<file path="src/rtl/nrdiv_pkg.sv">
package nrdiv_pkg;
   localparam logic [3:0] OPC_TOP = 4'b0011;
   localparam logic [3:0] OPC_BOT = 4'b0100;
   localparam int         SEL_W   = 4;

   typedef enum logic {
      SEQ_IDLE = 1'b0,
      SEQ_RUN  = 1'b1
   } seq_state_e;

   typedef struct packed {
      logic q;
      logic t;
   } div_flags_t;
endpackage

</file>
<file path="src/rtl/nrdiv_decode.sv">
module nrdiv_decode
   import nrdiv_pkg::*;
#(
   parameter int IW      = 16,
   parameter int PC_W    = 3,
   parameter int PC_STEP = 2
) (
   input  logic [IW-1:0]    insn,
   output logic             hit,
   output logic [SEL_W-1:0] sel_n,
   output logic [SEL_W-1:0] sel_m,
   output logic [PC_W-1:0]  pc_adv
);
   localparam int TOP_LSB = IW - 4;
   localparam int N_LSB   = 8;
   localparam int M_LSB   = 4;

   if (IW != 16) begin : g_bad_iw
      $error("nrdiv_decode: instruction width must be 16");
   end
   if (PC_STEP >= (1 << PC_W)) begin : g_bad_pc
      $error("nrdiv_decode: PC_STEP does not fit PC_W");
   end

   always_comb begin
      hit    = (insn[IW-1:TOP_LSB] == OPC_TOP) && (insn[3:0] == OPC_BOT);
      sel_n  = insn[N_LSB +: SEL_W];
      sel_m  = insn[M_LSB +: SEL_W];
      pc_adv = hit ? PC_W'(PC_STEP) : '0;
   end
endmodule

</file>
<file path="src/rtl/nrdiv_core.sv">
module nrdiv_core
   import nrdiv_pkg::*;
#(
   parameter int W              = 32,
   parameter bit CARRY_FROM_EXT = 1'b1
) (
   input  logic [W-1:0] rem_i,
   input  logic [W-1:0] dvs_i,
   input  logic         q_i,
   input  logic         m_i,
   input  logic         t_i,
   output logic [W-1:0] rem_o,
   output div_flags_t   flg_o
);
   logic         q_mid;
   logic [W-1:0] shifted;
   logic         do_sub;
   logic [W-1:0] res;
   logic         cb;

   always_comb begin
      q_mid   = rem_i[W-1];
      shifted = {rem_i[W-2:0], t_i};
      do_sub  = (q_i == m_i);
   end

   if (CARRY_FROM_EXT) begin : g_ext
      logic [W:0] wide;
      always_comb begin
         if (do_sub) wide = {1'b0, shifted} - {1'b0, dvs_i};
         else        wide = {1'b0, shifted} + {1'b0, dvs_i};
         res = wide[W-1:0];
         cb  = wide[W];
      end
   end else begin : g_cmp
      always_comb begin
         if (do_sub) begin
            res = shifted - dvs_i;
            cb  = (res > shifted);
         end else begin
            res = shifted + dvs_i;
            cb  = (res < shifted);
         end
      end
   end

   always_comb begin
      rem_o   = res;
      flg_o.q = q_mid ^ cb ^ m_i;
      flg_o.t = ~(q_mid ^ cb);
   end
endmodule

</file>
<file path="src/rtl/nrdiv_seq.sv">
module nrdiv_seq
   import nrdiv_pkg::*;
#(
   parameter int W              = 32,
   parameter int ITER           = 32,
   parameter bit CARRY_FROM_EXT = 1'b1
) (
   input  logic         clk,
   input  logic         rst_n,
   input  logic         start,
   input  logic [W-1:0] rem_ld,
   input  logic [W-1:0] lo_ld,
   input  logic [W-1:0] dvs_ld,
   input  logic         q_ld,
   input  logic         m_ld,
   input  logic         t_ld,
   output logic         busy,
   output logic         done,
   output logic [W-1:0] rem_q,
   output logic [W-1:0] lo_q,
   output div_flags_t   flg_q
);
   localparam int CW = (ITER > 1) ? $clog2(ITER) : 1;
   localparam logic [CW-1:0] LAST = CW'(ITER - 1);

   if (ITER < 2 || ITER > W) begin : g_bad_iter
      $error("nrdiv_seq: ITER must lie in 2..W");
   end

   seq_state_e   st;
   logic [CW-1:0] cnt;
   logic [W-1:0] dvs_r;
   logic         m_r;

   logic         t_feed;
   logic [W-1:0] lo_rot;
   logic [W-1:0] rem_nx;
   div_flags_t   flg_nx;

   always_comb begin
      t_feed = lo_q[W-1];
      lo_rot = {lo_q[W-2:0], flg_q.t};
   end

   nrdiv_core #(.W(W), .CARRY_FROM_EXT(CARRY_FROM_EXT)) u_step (
      .rem_i (rem_q),
      .dvs_i (dvs_r),
      .q_i   (flg_q.q),
      .m_i   (m_r),
      .t_i   (t_feed),
      .rem_o (rem_nx),
      .flg_o (flg_nx)
   );

   always_ff @(posedge clk or negedge rst_n) begin
      if (!rst_n) begin
         st    <= SEQ_IDLE;
         cnt   <= '0;
         dvs_r <= '0;
         m_r   <= 1'b0;
         rem_q <= '0;
         lo_q  <= '0;
         flg_q <= '0;
         done  <= 1'b0;
      end else begin
         done <= 1'b0;
         unique case (st)
            SEQ_IDLE: begin
               if (start) begin
                  st      <= SEQ_RUN;
                  cnt     <= '0;
                  dvs_r   <= dvs_ld;
                  m_r     <= m_ld;
                  rem_q   <= rem_ld;
                  lo_q    <= lo_ld;
                  flg_q.q <= q_ld;
                  flg_q.t <= t_ld;
               end
            end
            SEQ_RUN: begin
               rem_q <= rem_nx;
               flg_q <= flg_nx;
               cnt   <= cnt + 1'b1;
               if (cnt == LAST) begin
                  st   <= SEQ_IDLE;
                  done <= 1'b1;
                  lo_q <= {lo_rot[W-2:0], flg_nx.t};
               end else begin
                  lo_q <= lo_rot;
               end
            end
            default: st <= SEQ_IDLE;
         endcase
      end
   end

   assign busy = (st == SEQ_RUN);
endmodule

</file>
<file path="src/rtl/nrdiv_step_unit.sv">
module nrdiv_step_unit
   import nrdiv_pkg::*;
#(
   parameter int W              = 32,
   parameter int IW             = 16,
   parameter int PC_W           = 3,
   parameter int PC_STEP        = 2,
   parameter bit CARRY_FROM_EXT = 1'b1
) (
   input  logic          clk,
   input  logic          rst_n,
   input  logic [IW-1:0] insn,
   input  logic [W-1:0]  rn_in,
   input  logic [W-1:0]  rm_in,
   input  logic [W-1:0]  dvd_lo,
   input  logic          q_in,
   input  logic          m_in,
   input  logic          t_in,
   input  logic          start,
   output logic [W-1:0]  step_rn,
   output logic          step_q,
   output logic          step_t,
   output logic          insn_match,
   output logic [3:0]    rn_sel,
   output logic [3:0]    rm_sel,
   output logic [PC_W-1:0] pc_incr,
   output logic          busy,
   output logic          done,
   output logic [W-1:0]  acc_rn,
   output logic          acc_q,
   output logic          acc_t,
   output logic [W-1:0]  quo
);
   localparam int ITER = W;

   if (W < 2) begin : g_bad_w
      $error("nrdiv_step_unit: W must be at least 2");
   end

   div_flags_t comb_flg;
   div_flags_t seq_flg;

   nrdiv_decode #(.IW(IW), .PC_W(PC_W), .PC_STEP(PC_STEP)) u_dec (
      .insn   (insn),
      .hit    (insn_match),
      .sel_n  (rn_sel),
      .sel_m  (rm_sel),
      .pc_adv (pc_incr)
   );

   nrdiv_core #(.W(W), .CARRY_FROM_EXT(CARRY_FROM_EXT)) u_core (
      .rem_i (rn_in),
      .dvs_i (rm_in),
      .q_i   (q_in),
      .m_i   (m_in),
      .t_i   (t_in),
      .rem_o (step_rn),
      .flg_o (comb_flg)
   );

   nrdiv_seq #(.W(W), .ITER(ITER), .CARRY_FROM_EXT(CARRY_FROM_EXT)) u_seq (
      .clk    (clk),
      .rst_n  (rst_n),
      .start  (start),
      .rem_ld (rn_in),
      .lo_ld  (dvd_lo),
      .dvs_ld (rm_in),
      .q_ld   (q_in),
      .m_ld   (m_in),
      .t_ld   (t_in),
      .busy   (busy),
      .done   (done),
      .rem_q  (acc_rn),
      .lo_q   (quo),
      .flg_q  (seq_flg)
   );

   always_comb begin
      step_q = comb_flg.q;
      step_t = comb_flg.t;
      acc_q  = seq_flg.q;
      acc_t  = seq_flg.t;
   end
endmodule

</file>
<file path="config.mk">
export PLATFORM = sky130hd
export DESIGN_NAME = nrdiv_step_unit
export DESIGN_NICKNAME = d
export VERILOG_FILES = /design/src/rtl/nrdiv_pkg.sv /design/src/rtl/nrdiv_decode.sv /design/src/rtl/nrdiv_core.sv /design/src/rtl/nrdiv_seq.sv /design/src/rtl/nrdiv_step_unit.sv
export SDC_FILE = /design/constraint.sdc
export NUM_CORES = 1
export LEC_CHECK = 0
export CAP_MARGIN = 20
export CORE_ASPECT_RATIO = 2
export CORE_UTILIZATION = 26
export CTS_BUF_LIST = sky130_fd_sc_hd__clkbuf_16
export DETAILED_ROUTE_END_ITERATION = 10
export DONT_BUFFER_PORTS = 1
export MAX_ROUTING_LAYER = met4
export PLACE_DENSITY = 0.4
export REMOVE_ABC_BUFFERS = 1
export SLEW_MARGIN = 20
export SYNTH_ARGS = -nofsm -noshare
export SYNTH_HDL_FRONTEND = slang
export SYNTH_SLANG_ARGS = --single-unit
</file>
<file path="constraint.sdc">
create_clock -name clk -period 10.08 [get_ports clk]
set_input_delay 0.504 -clock clk [delete_from_list [all_inputs] [get_ports clk]]
set_output_delay 0.504 -clock clk [all_outputs]
set_load 0.03 [all_outputs]
</file>
==> After elaboration in Yosys (flattened, before gate mapping) <==
Index checks and enable logic that the tools add are counted.
{ "word_totals": {"wordCells": 46, "inputBits": 118, "output_inout_bits": 114, "reg_bits": 106} }
{ "classes": {"reduce_logical": 2, "muxes": 17, "n_eq_ne": 6, "n_addsub": 5, "bitwise": 7} }
{ "op_table": {"columns": ["cell", "n"], "rows": [
  ["32-bit case mux with 2 select lines", 2],
  ["32-bit two-way mux", 3],
  ["32-bit by 32-bit adder with 33-bit output", 2],
  ["33-bit two-way mux", 2],
  ["32-bit by 32-bit subtractor with 33-bit output", 2],
  ["5-bit case mux with 2 select lines", 1],
  ["5-bit by 1-bit adder with 5-bit output (second input constant)", 1],
  ["5-bit equality test (second input constant)", 1],
  ["5-bit two-way mux", 1],
  ["4-bit by 2-bit equality test with 1-bit output (second input constant)", 1],
  ["4-bit by 3-bit equality test with 1-bit output (second input constant)", 1],
  ["1-bit two-way mux", 4],
  ["2-bit two-way mux", 2],
  ["2-bit case mux with 2 select lines", 1],
  ["1-bit bitwise XOR", 4],
  ["1-bit inverter", 3],
  ["1-bit equality test", 2],
  ["2-bit != test (second input constant)", 1],
  ["1-bit case mux with 2 select lines", 1],
  ["2-bit AND reduction", 1],
  ["1-bit logical AND", 1]
]} }

==> Longest topological paths before layout <==
Gate-level depths: netlist (run 1).
{ "logic_depth": {"depth_word": 6, "depth_mapped": 17} }

==> Hierarchy <==
From an unflattened synthesis (run 1), not the netlist that was laid out.
{ "hier_totals": {"cells_unflattened": 1145, "area_unflattened_um2": 10054.6} }
{ "modules_own_cells": {"columns": ["module", "cells_per_inst", "area_each_um2", "n_inst", "seq_area_each_um2"], "rows": [
  ["nrdiv_seq", 427, 5071.1, 1, 2652.5],
  ["nrdiv_core at u_seq.u_step", 355, 2443.6, 1, 0.0],
  ["nrdiv_core at u_core", 348, 2427.3, 1, 0.0],
  ["nrdiv_decode", 15, 112.6, 1, 0.0]
]} }

==> Least setup slack after synthesis (run 1) <==
No wires, ideal clock.
{ "synth_path": {"kind": "input-to-output", "start": "input port rm_in[5]", "end": "output port step_q", "setup_slack_ns": 4.756, "stages": 17, "arrival_time_ns": 4.820, "path_cell_list": "or4_1 > nor4_1 > nand2_1 > nor3_1 > nand3_1 > o31ai_1 > xor2_1 > ha_1 > clkbuf_1 > and3_1 > and2_1 > a31oi_1 > o21ai_0 > a2111oi_0 > nor2_1 > xnor2_1 > xnor2_1"} }
{ "synth_between": {"elab_chain_len": 4, "word_cells_on_any_way": 5, "classes_between": "add/sub: 2; mux: 1; bitwise: 2"} }
{ "synth_lines": {"columns": ["item", "line_no", "source"], "rows": [
  ["start: declaration", "nrdiv_step_unit.sv:14", "input logic [W-1:0] rm_in,"],
  ["32-bit by 32-bit adder with 33-bit output / 32-bit by 32-bit subtractor with 33-bit output (equally long branches)", "nrdiv_core.sv:31, nrdiv_core.sv:30", null],
  ["33-bit two-way mux (*)", "nrdiv_core.sv:30", "if (do_sub) wide = {1'b0, shifted} - {1'b0, dvs_i};"],
  ["1-bit bitwise XOR (*) (2 in a row)", "nrdiv_core.sv:49", "flg_o.q = q_mid ^ cb ^ m_i;"],
  ["end: declaration", "nrdiv_step_unit.sv:21", "output logic step_q,"]
]} }
Mark *: on every way between the ends. The rest lies on a longest branch, timed or not.

==> Worst setup path after layout (run 1) <==
{ "layout_path": {"start": "input port rm_in[5]", "end": "output port step_rn[31]"} }
{ "layout_between": {"elab_chain_len": 2, "word_cells_on_any_way": 3, "classes_between": "add/sub: 2; mux: 1"} }
{ "layout_lines": {"columns": ["item", "line_no", "source"], "rows": [
  ["32-bit by 32-bit adder with 33-bit output / 32-bit by 32-bit subtractor with 33-bit output (equally long branches)", "nrdiv_core.sv:31, nrdiv_core.sv:30", null],
  ["33-bit two-way mux (*)", "nrdiv_core.sv:30", null],
  ["end: declaration", "nrdiv_step_unit.sv:20", "output logic [W-1:0] step_rn,"]
]} }
Marks and branches as above.

==> run_results.csv, run 1 <==
group,metric,value,unit
global_routing,largest_net_degree_at_the_start_of_global_routing,107,
routing,drc_errors,0,
floorplanning,initial_utilization,26.41,%
setup_path,slowest_delay,0.64,ns
global_routing,global_route.usage.total,19.41,%
yosys,ys_seq_elements,106,
layout,fill_cell_total_of_the_finished_layout,4014,
clock_tree,ctsRootBufferMaster,"clkbuf_16",
setup_path,setup.worst_path.class,"in2out",
yosys,async_flop_share,100.0,%
sta,final.setup_skew,0.009858,ns
outcome,status,"finished, final reports clean",
setup_path,worst_path_most_repeated_cell,"or4_1",
floorplanning,die_area,0.03781,mm^2
global_routing,grt_overflow_total,0,
clock_tree,cts_tree,"yes",
floorplanning,dieHeight,274.0,um
layout,layout.nets,1251,
yosys,synth_top_cells_by_area,"dfrtp_1, ha_1, mux2i_1",
setup_path,critical-path-top-delay-family,"simple AND/OR/NAND/NOR gates",
global_routing,first_global_vias,8467,
yosys,netlist.area_leader.share,27.58,%
yosys,syn-mean-instance-area,8.735,um^2
yosys,synthCells,1101,
routing,route.detailed.wl_per_inst,22.65,um
clock_tree,cts.sinks,106,
sta,finalSetupViolations,0,
yosys,synth_flop_cell,"dfrtp_1",
clock_tree,postCtsSetupBuffers,0,
clock_tree,clock_latency,0.38,ns
placement,place_congestion,0.8426,
yosys,synth_cell_type_count,65,
clock_tree,clkSlewWorstSetupHoldPaths,0.09,ns
sta,slew_violations,0,
setup_path,critical_path.cell_chain,"or4_1 > nor3b_1 > buf_4 > nand3b_1 > or2_2 > o21ai_0 > xor2_1 > ha_1 > nand3_1 > or4_1 > o311ai_0 > o41a_1 > a21boi_0 > xnor2_1",
sta,actual_slew_at_the_worst_max_slew_pin,1.018,ns
yosys,synthesis.area,0.009617,mm^2
clock_tree,ctsLongestPathBuffers,2,
setup_path,startpoint_type,"input port",
setup_path,worst-path-stages,14,
clock_tree,cts_buffers,9,
routing,routed_wirelength,34.68,mm
placement,port_buffers,0,
global_routing,number_of_antenna_violations_at_the_first_check_in_global_routing,4,
routing,drtIter0Drc,279,
setup_path,crit_path_max_fanout,7,
setup_path,cp_num_buf_inv,1,
yosys,cell_accounting_for_the_most_synthesized_area,"dfrtp_1",
setup_path,reg2regPathDepth,16,
setup_path,critPathCaptureType,"output port",
placement,post-dp-hpwl,27.80,mm
setup_path,critical_path.slowest_cell,"xnor2_1",
sta,worst_slew_margin_rel,32.13,%
sta,setup-tns-final,0,ns
hold_path,min_path_type,"in2async",
layout,syn2layout_area_growth,7.832,%
floorplanning,io_pins,232,
sta,period_needed,5.800,ns
floorplanning,num_rows,99,
routing,vias,8100,
sta,unrepaired_setup_endpoints_after_global_routing,"false",
floorplanning,floorplan.die.width,138.0,um
setup_path,required,9.58,ns
yosys,ys_seq_area_share,27.58,%
floorplanning,core_area,0.03642,mm^2
global_routing,grt_first_pass_wirelength,52.07,mm
clock_tree,h-tree-depth,3,
routing,route.detailed.vias_per_inst,5.291,
routing,dr.pass1.iters,4,
job,max-cap-violations,0,
sta,achievable_clock_frequency,172.4,MHz
layout,final_layout_size_suffix_gt1_share,8.052,%
yosys,ys.warnings.count,0,
setup_path,worst_ep_arrival_time,5.30,ns
routing,final_antenna_net_count,0,
sta,final_min_period_over_clock_period,57.54,%
yosys,post_synth_edffs,0,
sta,finalHoldViolCount,0,
[cell usage after synthesis (all sizes together) (10+ instances only)]
cell type / number
dfrtp: 106
a21oi: 98
o21ai: 72
ha: 68
mux2i: 67
nor2: 63
xnor2: 62
nand2: 59
xor2: 52
a211oi: 43
clkbuf: 42
nor2b: 41
mux2: 35
inv: 33
a21o: 22
buf: 20
nand3: 17
nor3: 17
a31oi: 15
o31ai: 15
and3: 11
nand3b: 11
or4: 10
[through the flow]
stage | area [um^2] | instances | util [%] | setup WS [ns] | hold slack (ns)
finish | 10370 | 1531 | 28.48 | 4.280 | 0.06640
global route | 10370 | 1530 | 28.47 | 3.888 | 0.1020
CTS | 10350 | 1522 | 28.41 | 4.280 | 0.08251
detailed placement | 10020 | 1505 | 27.52 | 4.285 | 0.2121
global placement | 10020 | 1505 | 27.52 | 4.314 | 0.2117
floorplan | 9341 | 1040 | - | 4.786 | 0.2084
[timing repair]
item | 4_1_cts | 5_1_grt
hold endpoints to repair | 106 | 0
resized for setup | 0 | 0
hold buffers | 1 | 0
setup endpoints to repair | 0 | 0
[logic make-up (layout without fill, tap and decap cells)]
family / after synthesis / count (layout) / share of synthesized area (%)
compound gates: 332 / 332 / 21.82
mux: 102 / 102 / 11.07
fa+ha+maj: 70 / 70 / 9.264
xor+xnor: 115 / 115 / 10.69
buf+inv: 95 / 61 / 4.189
flops: 106 / 106 / 27.58
simple gates: 280 / 280 / 15.34
other cells: 1 / 11 / 0.03899
[path summary, 6_finish.rpt]
path	start	to	slack, ns
worst min-delay path	rst_n	u_seq.rem_q[1]	0.07
worst max-delay path	rm_in[5]	step_rn[31]	4.28
worst min register to register	u_seq.cnt[4]	u_seq.cnt[4]	0.52
max in group asynchronous	rst_n	u_seq.busy	9.57
worst max register to register	u_seq.dvs_r[5]	u_seq.flg_q[1]	4.71
min in group clk	rm_in[5]	u_seq.dvs_r[5]	0.27
[final cells by class]
type / instances / area, um^2 / area share, %
sequential: 106 / 2656 / 25.62
tap: 454 / 568.0 / 5.478
inverter: 33 / 123.9 / 1.195
timing repair buffer: 12 / 110.1 / 1.062
multi-input combinational: 901 / 6591 / 63.56
antenna: 9 / 22.52 / 0.2172
clock buffer: 9 / 225.2 / 2.172
clock inverter: 7 / 72.57 / 0.6998
[worst register-to-register path: cells and delay by family (launching register included)]
kind,cells,cell delay [ns]
flops,1,0.41
xor+xnor,2,0.40
fa+ha+maj,1,0.35
compound gates,6,1.58
simple gates,7,2.52
[sequential cells by signal, summed over array words and instances (netlist names)]
register,flops
u_seq.dvs_r,32
u_seq.lo_q,32
u_seq.rem_q,32
u_seq.cnt,5
u_seq.flg_q,2
u_seq.busy,1
u_seq.done,1
u_seq.m_r,1
[routing by layer]
layer	vias up	global-route usage (%)	part of all wire (%)
met1	3900	16.67	31
met5	-	-	0
li1	3970	-	-
met2	171	37.80	59
met4	0	10.47	4.6
met3	59	3.790	4.9
[cell usage in the layout, fill, tap and decap left out, drive strengths merged, types with 7 or more instances in the layout]
master and n:
dfrtp 106, a21oi 98, o21ai 72, ha 68
mux2i 67, nor2 63, xnor2 62, nand2 59
xor2 52, a211oi 43, nor2b 41, inv 36
mux2 35, a21o 22, nor3 17, nand3 17
o31ai 15, a31oi 15, buf 12, nand3b 11
and3 11, or4 10, diode 9, o21a 9
clkbuf 9, or3 9, o211ai 8, nand2b 8
nand4 7, and2 7
Power of run 1 is left out: the tool's default activity adds up to more than one toggle a clock period on the data nets, which glitch-free logic cannot reach.
==> run 2, diff against run 1 <==
==> constraint.sdc (replaced) <==
create_clock -name clk -period 5.85 [get_ports clk]
set_input_delay 0.2925 -clock clk [delete_from_list [all_inputs] [get_ports clk]]
set_output_delay 0.2925 -clock clk [all_outputs]
set_load 0.03 [all_outputs]
==> run_results.csv, run 2 (synthesis results as in run 1) <==
group,metric,value,unit
routing,final_antenna_net_count,0,
placement,dpl_worst_slack,0.5783,ns
sta,final.setup_skew,0.01324,ns
sta,slew_violations,0,
floorplanning,core_area,0.03642,mm^2
global_routing,grt_first_pass_wirelength,52.04,mm
routing,route.detailed.wl_per_inst,22.27,um
clock_tree,cts_tree,"yes",
sta,setup-tns-final,0,ns
sta,achievable_clock_frequency,189.5,MHz
layout,layout.cells.most_common_list,"dfrtp_1, a21oi_1, o21ai_0",
floorplanning,io_pins,232,
floorplanning,num_rows,99,
clock_tree,h-tree-depth,3,
setup_path,crit_path_max_fanout,7,
job,max-cap-violations,0,
clock_tree,clock_latency,0.38,ns
setup_path,critPathCaptureType,"register",
floorplanning,floorplan.die.width,138.0,um
routing,routed_wirelength,34.47,mm
sta,actual_slew_at_the_worst_max_slew_pin,1.034,ns
floorplanning,dieHeight,274.0,um
routing,detailroute.wirelength.met3,1.708,mm
placement,place_congestion,0.8645,
sta,finalHoldViolCount,0,
routing,topRoutingLayerUsed,"met4",
sta,finalSetupViolations,0,
outcome,status,"finished, final reports clean",
clock_tree,cts.sinks,106,
global_routing,grt_overflow_total,0,
sta,period_needed,5.278,ns
layout,layout.cells.most_common,"dfrtp_1",
sta,unrepaired_setup_endpoints_after_global_routing,"false",
routing,drtIter0Drc,425,
floorplanning,die_area,0.03781,mm^2
layout,reg.largest.list,"u_seq.dvs_r x32, u_seq.lo_q x32, u_seq.rem_q x32",
routing,route.met2.wl,20.10,mm
clock_tree,cts_buffers,9,
routing,vias,8176,
layout,syn2layout_area_growth,9.134,%
clock_tree,ctsRootBufferMaster,"clkbuf_16",
sta,final_min_period_over_clock_period,90.23,%
routing,route.detailed.vias_per_inst,5.282,
setup_path,startpoint_type,"register",
clock_tree,clkSlewWorstSetupHoldPaths,0.08,ns
setup_path,required,6.13,ns
setup_path,worst_ep_arrival_time,5.56,ns
clock_tree,ctsLongestPathBuffers,2,
sta,worst_slew_margin_rel,31.04,%
clock_tree,cts_repair_resize_count,0,
routing,drc_errors,0,
placement,port_buffers,0,
routing,wl_met1,11.13,mm
setup_path,setup.worst_path.class,"reg2reg",
layout,layout.nets,1271,
hold_path,min_path_type,"in2reg",
layout,finalCoreUtilization,28.82,%
sta,postLayoutSetupSlackWorst,0.5718,ns
routing,dr.pass1.iters,4,
layout,final_layout_size_suffix_gt1_share,9.651,%
global_routing,largest_net_degree_at_the_start_of_global_routing,107,
floorplanning,initial_utilization,26.41,%
global_routing,number_of_antenna_violations_at_the_first_check_in_global_routing,3,
global_routing,global_route.usage.total,19.28,%
placement,post-dp-hpwl,27.41,mm
global_routing,first_global_vias,8608,
run 2: worst paths after layout:
kind / start / endpoint / slack [ns] / cells past startpoint
max: u_seq.dvs_r[5] / u_seq.rem_q[31] / 0.57 / 15
min: rm_in[6] / u_seq.dvs_r[6] / 0.06 / 1
max reg2reg: u_seq.dvs_r[5] / u_seq.rem_q[31] / 0.57 / 15
min reg2reg: u_seq.cnt[2] / u_seq.cnt[2] / 0.51 / 1
max in group asynchronous: rst_n / u_seq.busy / 4.84 / 2
min in group asynchronous: rst_n / u_seq.lo_q[24] / 0.51 / 2
run 2: per-stage QoR:
step	area (um^2)	std cells	hold slack [ns]
floorplan	9341	1040	-0.003091
global route	10500	1548	0.04721
finish	10500	1548	0.06087
global placement	10160	1524	-0.00002179
detailed placement	10160	1524	0.0005891
CTS	10480	1542	0.02582
run 2: area by class of cell:
cell class              instances  area (um^2)
diodes                          6        15.01
clock buffers                   9        225.2
clock inverters                 7        52.55
fillers                      4000        25920
inverters                      33        123.9
multi-input cells             901         6591
flip-flops and latches        106         2656
well taps                     454        568.0
repair buffers                 32        262.8
run 2: critical path, cell delays in order (launching register included):
cell and delay (ns):
dfrtp_1 0.40, or4_1 0.62, nor4_1 0.52, nand2_1 0.27, o21ai_0 0.38, nand2_1 0.11, xnor2_1 0.16, ha_1 0.42
nand4_1 0.18, or4_1 0.49, a2111oi_0 0.57, o31a_1 0.25, o211ai_1 0.13, a221oi_1 0.37, nor4b_1 0.10, a211oi_1 0.21
run 2: what timing repair did:
| item | in CTS | in global routing |
|---|---|---|
| setup buffers | 0 | 0 |
| hold buffers | 2 | 0 |
| endpoints found under the setup margin | 0 | 0 |
| endpoints found under the hold margin | 106 | 0 |
run 2: routing by layer:
metal / global-route usage, % / up-vias
met3: 3.956 / 56
met1: 16.88 / 3912
met5: - / -
met4: 10.90 / 0
li1: - / 4015
met2: 36.80 / 193
Power of run 2 is left out for the same reason.
==> run 3, diff against run 2 <==
--- a/config.mk
+++ b/config.mk
@@ -7,6 +7,7 @@
 export LEC_CHECK = 0
 export CAP_MARGIN = 20
 export CORE_ASPECT_RATIO = 2
+export CORE_MARGIN = 8
 export CORE_UTILIZATION = 26
 export CTS_BUF_LIST = sky130_fd_sc_hd__clkbuf_16
 export DETAILED_ROUTE_END_ITERATION = 10
@@ -17,4 +18,5 @@
 export SLEW_MARGIN = 20
 export SYNTH_ARGS = -nofsm -noshare
 export SYNTH_HDL_FRONTEND = slang
+export SYNTH_HIERARCHICAL = 1
 export SYNTH_SLANG_ARGS = --single-unit
==> run_results.csv, run 3 <==
group,metric,value,unit
outcome,status,"finished, final reports clean",
job,max-cap-violations,0,
hold_path,hold_path_end,"u_seq/cnt[1]",
global_routing,global_route.usage.total,15.56,%
setup_path,startpoint_type,"input port",
layout,num_antenna_cells,0,
sta,unrepaired_setup_endpoints_after_global_routing,"false",
placement,place_inst,1615,
placement,placed_cell_area,0.01047,mm^2
layout,fill_cell_total_of_the_finished_layout,4142,
floorplanning,num_rows,102,
layout,final_cell_area,0.01079,mm^2
floorplanning,dieHeight,294.1,um
setup_path,critical_path.slowest_cell,"or4_1",
setup_path,critical_path.cell_chain,"or4_4 > or4_1 > or3_4 > o31ai_2 > xor2_1 > ha_1 > and3_1 > nand2_1 > nor3_1 > o311ai_0 > nand2_1 > xnor2_1 > buf_4 > xnor2_1 > buf_4",
clock_tree,h-tree-depth,3,
clock_tree,cts_repair_resize_count,0,
clock_tree,cts_tree,"yes",
layout,layout.cells.most_common,"a21oi_1",
routing,route.detailed.wl_per_inst,21.75,um
routing,dr.pass1.iters,5,
clock_tree,clkSlewWorstSetupHoldPaths,0.08,ns
setup_path,startpoint,"rm_in[7]",
clock_tree,cts_buffers,9,
hold_path,holdCritStartpoint,"start",
setup_path,r2r_endpoint,"u_seq/flg_q[1]",
layout,reg.largest.list,"u_seq/dvs_r x32, u_seq/lo_q x32, u_seq/rem_q x32",
sta,final.setup_skew,0.009153,ns
sta,worst_slew_margin_rel,33.91,%
sta,actual_slew_at_the_worst_max_slew_pin,0.9913,ns
setup_path,reg2regPathDepth,15,
sta,achievable_clock_frequency,203.3,MHz
sta,finalSetupViolations,0,
hold_path,worstHoldPathCells,1,
setup_path,critical-path-top-delay-family,"simple AND/OR/NAND/NOR gates",
hold_path,min_path_type,"in2reg",
floorplanning,io_pins,232,
global_routing,largest_net_degree_at_the_start_of_global_routing,107,
yosys,netlist.area_leader.share,26.38,%
floorplanning,floorplan.die.width,155.1,um
layout,layout.cells.most_common_list,"a21oi_1, dfrtp_1, nand2_1",
routing,final_antenna_net_count,0,
yosys,synthCells,1145,
setup_path,crit_path_max_fanout,10,
routing,drc_errors,0,
yosys,synth_cell_type_count,72,
routing,route.detailed.vias_per_inst,5.151,
setup_path,slowest_delay,0.58,ns
floorplanning,initial_utilization,26.17,%
floorplanning,die_area,0.04560,mm^2
yosys,ys_seq_area_share,26.38,%
clock_tree,ctsRootBufferMaster,"clkbuf_16",
setup_path,reg2reg_setup_slack,1.23,ns
sta,setup-tns-final,0,ns
layout,syn2layout_area_growth,7.354,%
routing,vias,8412,
sta,slew_violations,0,
yosys,synth_flop_cell,"dfrtp_1",
routing,drtIter0Drc,354,
clock_tree,ctsLongestPathBuffers,2,
yosys,async_flop_share,100.0,%
setup_path,required,5.56,ns
yosys,ys_seq_elements,106,
clock_tree,cts.sinks,106,
sta,period_needed,4.918,ns
yosys,post_synth_edffs,0,
floorplanning,core_area,0.03841,mm^2
sta,final_min_period_over_clock_period,84.06,%
yosys,synthMostInstantiatedCell,"a21oi_1",
setup_path,reg2reg_from,"u_seq/dvs_r[7]",
placement,post-dp-hpwl,28.55,mm
setup_path,critPathCaptureType,"output port",
global_routing,grt_first_pass_wirelength,52.81,mm
setup_path,setup.worst_path.class,"in2out",
global_routing,first_global_vias,8535,
global_routing,number_of_antenna_violations_at_the_first_check_in_global_routing,0,
layout,finalNonFillerCells,1633,
layout,final_layout_size_suffix_gt1_share,7.727,%
placement,place_congestion,0.9122,
global_routing,grt_overflow_total,0,
yosys,cell_accounting_for_the_most_synthesized_area,"dfrtp_1",
setup_path,cp_num_buf_inv,2,
yosys,synthesis.area,0.01005,mm^2
clock_tree,clock_latency,0.37,ns
yosys,synth_top_cells_by_area,"dfrtp_1, ha_1, mux2i_1",
yosys,post_synth_most_frequent_cells,"a21oi_1, dfrtp_1, nand2_1",
layout,footprint_of_the_multi_input_gates,0.006955,mm^2
setup_path,worst_ep_arrival_time,4.63,ns
layout,layout.nets,1297,
yosys,syn-mean-instance-area,8.781,um^2
sta,finalHoldViolCount,0,
routing,routed_wirelength,35.52,mm
placement,port_buffers,0,
yosys,ys.warnings.count,6,
layout,regArea,0.002656,mm^2
## run 3: cell types whose count changed after synthesis, sizes merged, moves of 8 or more
| cell | previous run | this run |
|---|---|---|
| nand3 | 17 | 7 |
| a21o | 22 | 35 |
| nand4 | 7 | 16 |
| clkbuf | 42 | 30 |
| xor2 | 52 | 61 |
| o21ai | 72 | 85 |
| nand2 | 59 | 99 |
| and3 | 11 | 3 |
| buf | 20 | 35 |
| a21oi | 98 | 109 |
| nand3b | 11 | 0 |
## run 3: how the worst max path moves through the flow
stage | endpoint | slack [ns] | cells past startpoint
6_report | step_q | 0.93 | 15
3_5_place_dp | step_q | 0.97 | 15
3_3_place_gp | step_q | 0.94 | 15
4_1_cts | step_q | 0.96 | 15
5_1_grt | step_q | 0.79 | 17
2_1_floorplan | step_q | 1.22 | 13
## run 3: layer usage
layer  up-vias  share of wire, %  track usage [%]
li1       4111                 -                -
met1      4019                44            18.91
met2       264                46            24.70
met3        18               8.3            4.691
met4         0               1.3            3.891
met5         -                 0                -
## run 3: cell type report
cell class / count / share of cell area (%)
clock buffer: 9 / 2.086
sequential: 106 / 24.61
timing repair buffer: 16 / 1.321
tap: 520 / 6.028
inverter: 26 / 0.9041
multi-input combinational: 949 / 64.44
clock inverter: 7 / 0.6144
## run 3: cells by family after synthesis
family	after synthesis	share of synthesized area (%)
buf+inv	91	4.629
fa+ha+maj	71	8.985
flops	106	26.38
other cells	1	0.03730
compound gates	362	22.86
xor+xnor	130	11.32
simple gates	282	14.14
mux	102	11.65
## run 3: per-stage QoR
step,util (%),hold WS [ns],worst slack (ns)
after floorplan,-,-0.003091,1.219
after global placement,27.24,0.0004780,0.9448
after detailed placement,27.24,0.001122,0.9699
after CTS,28.10,0.02136,0.9561
after global routing,28.10,0.02404,0.7931
final,28.10,0.05728,0.9323
## run 3: what timing repair did
item | in CTS | in global routing
setup buffers | 0 | 0
hold buffers | 2 | 0
endpoints found under the hold margin | 106 | 0
## run 3: worst reg2reg max path, delay by kind of cell, from the launching register on
| kind | cells | cell delay (ns) |
|---|---|---|
| AO/OA/AOI/OAI | 4 | 1.03 |
| XOR/XNOR | 3 | 0.37 |
| adder cells (fa/ha/maj) | 1 | 0.42 |
| buffers and inverters | 1 | 0.17 |
| flip-flops | 1 | 0.43 |
| AND/OR/NAND/NOR | 6 | 2.12 |
Power of run 3 is left out for the same reason.
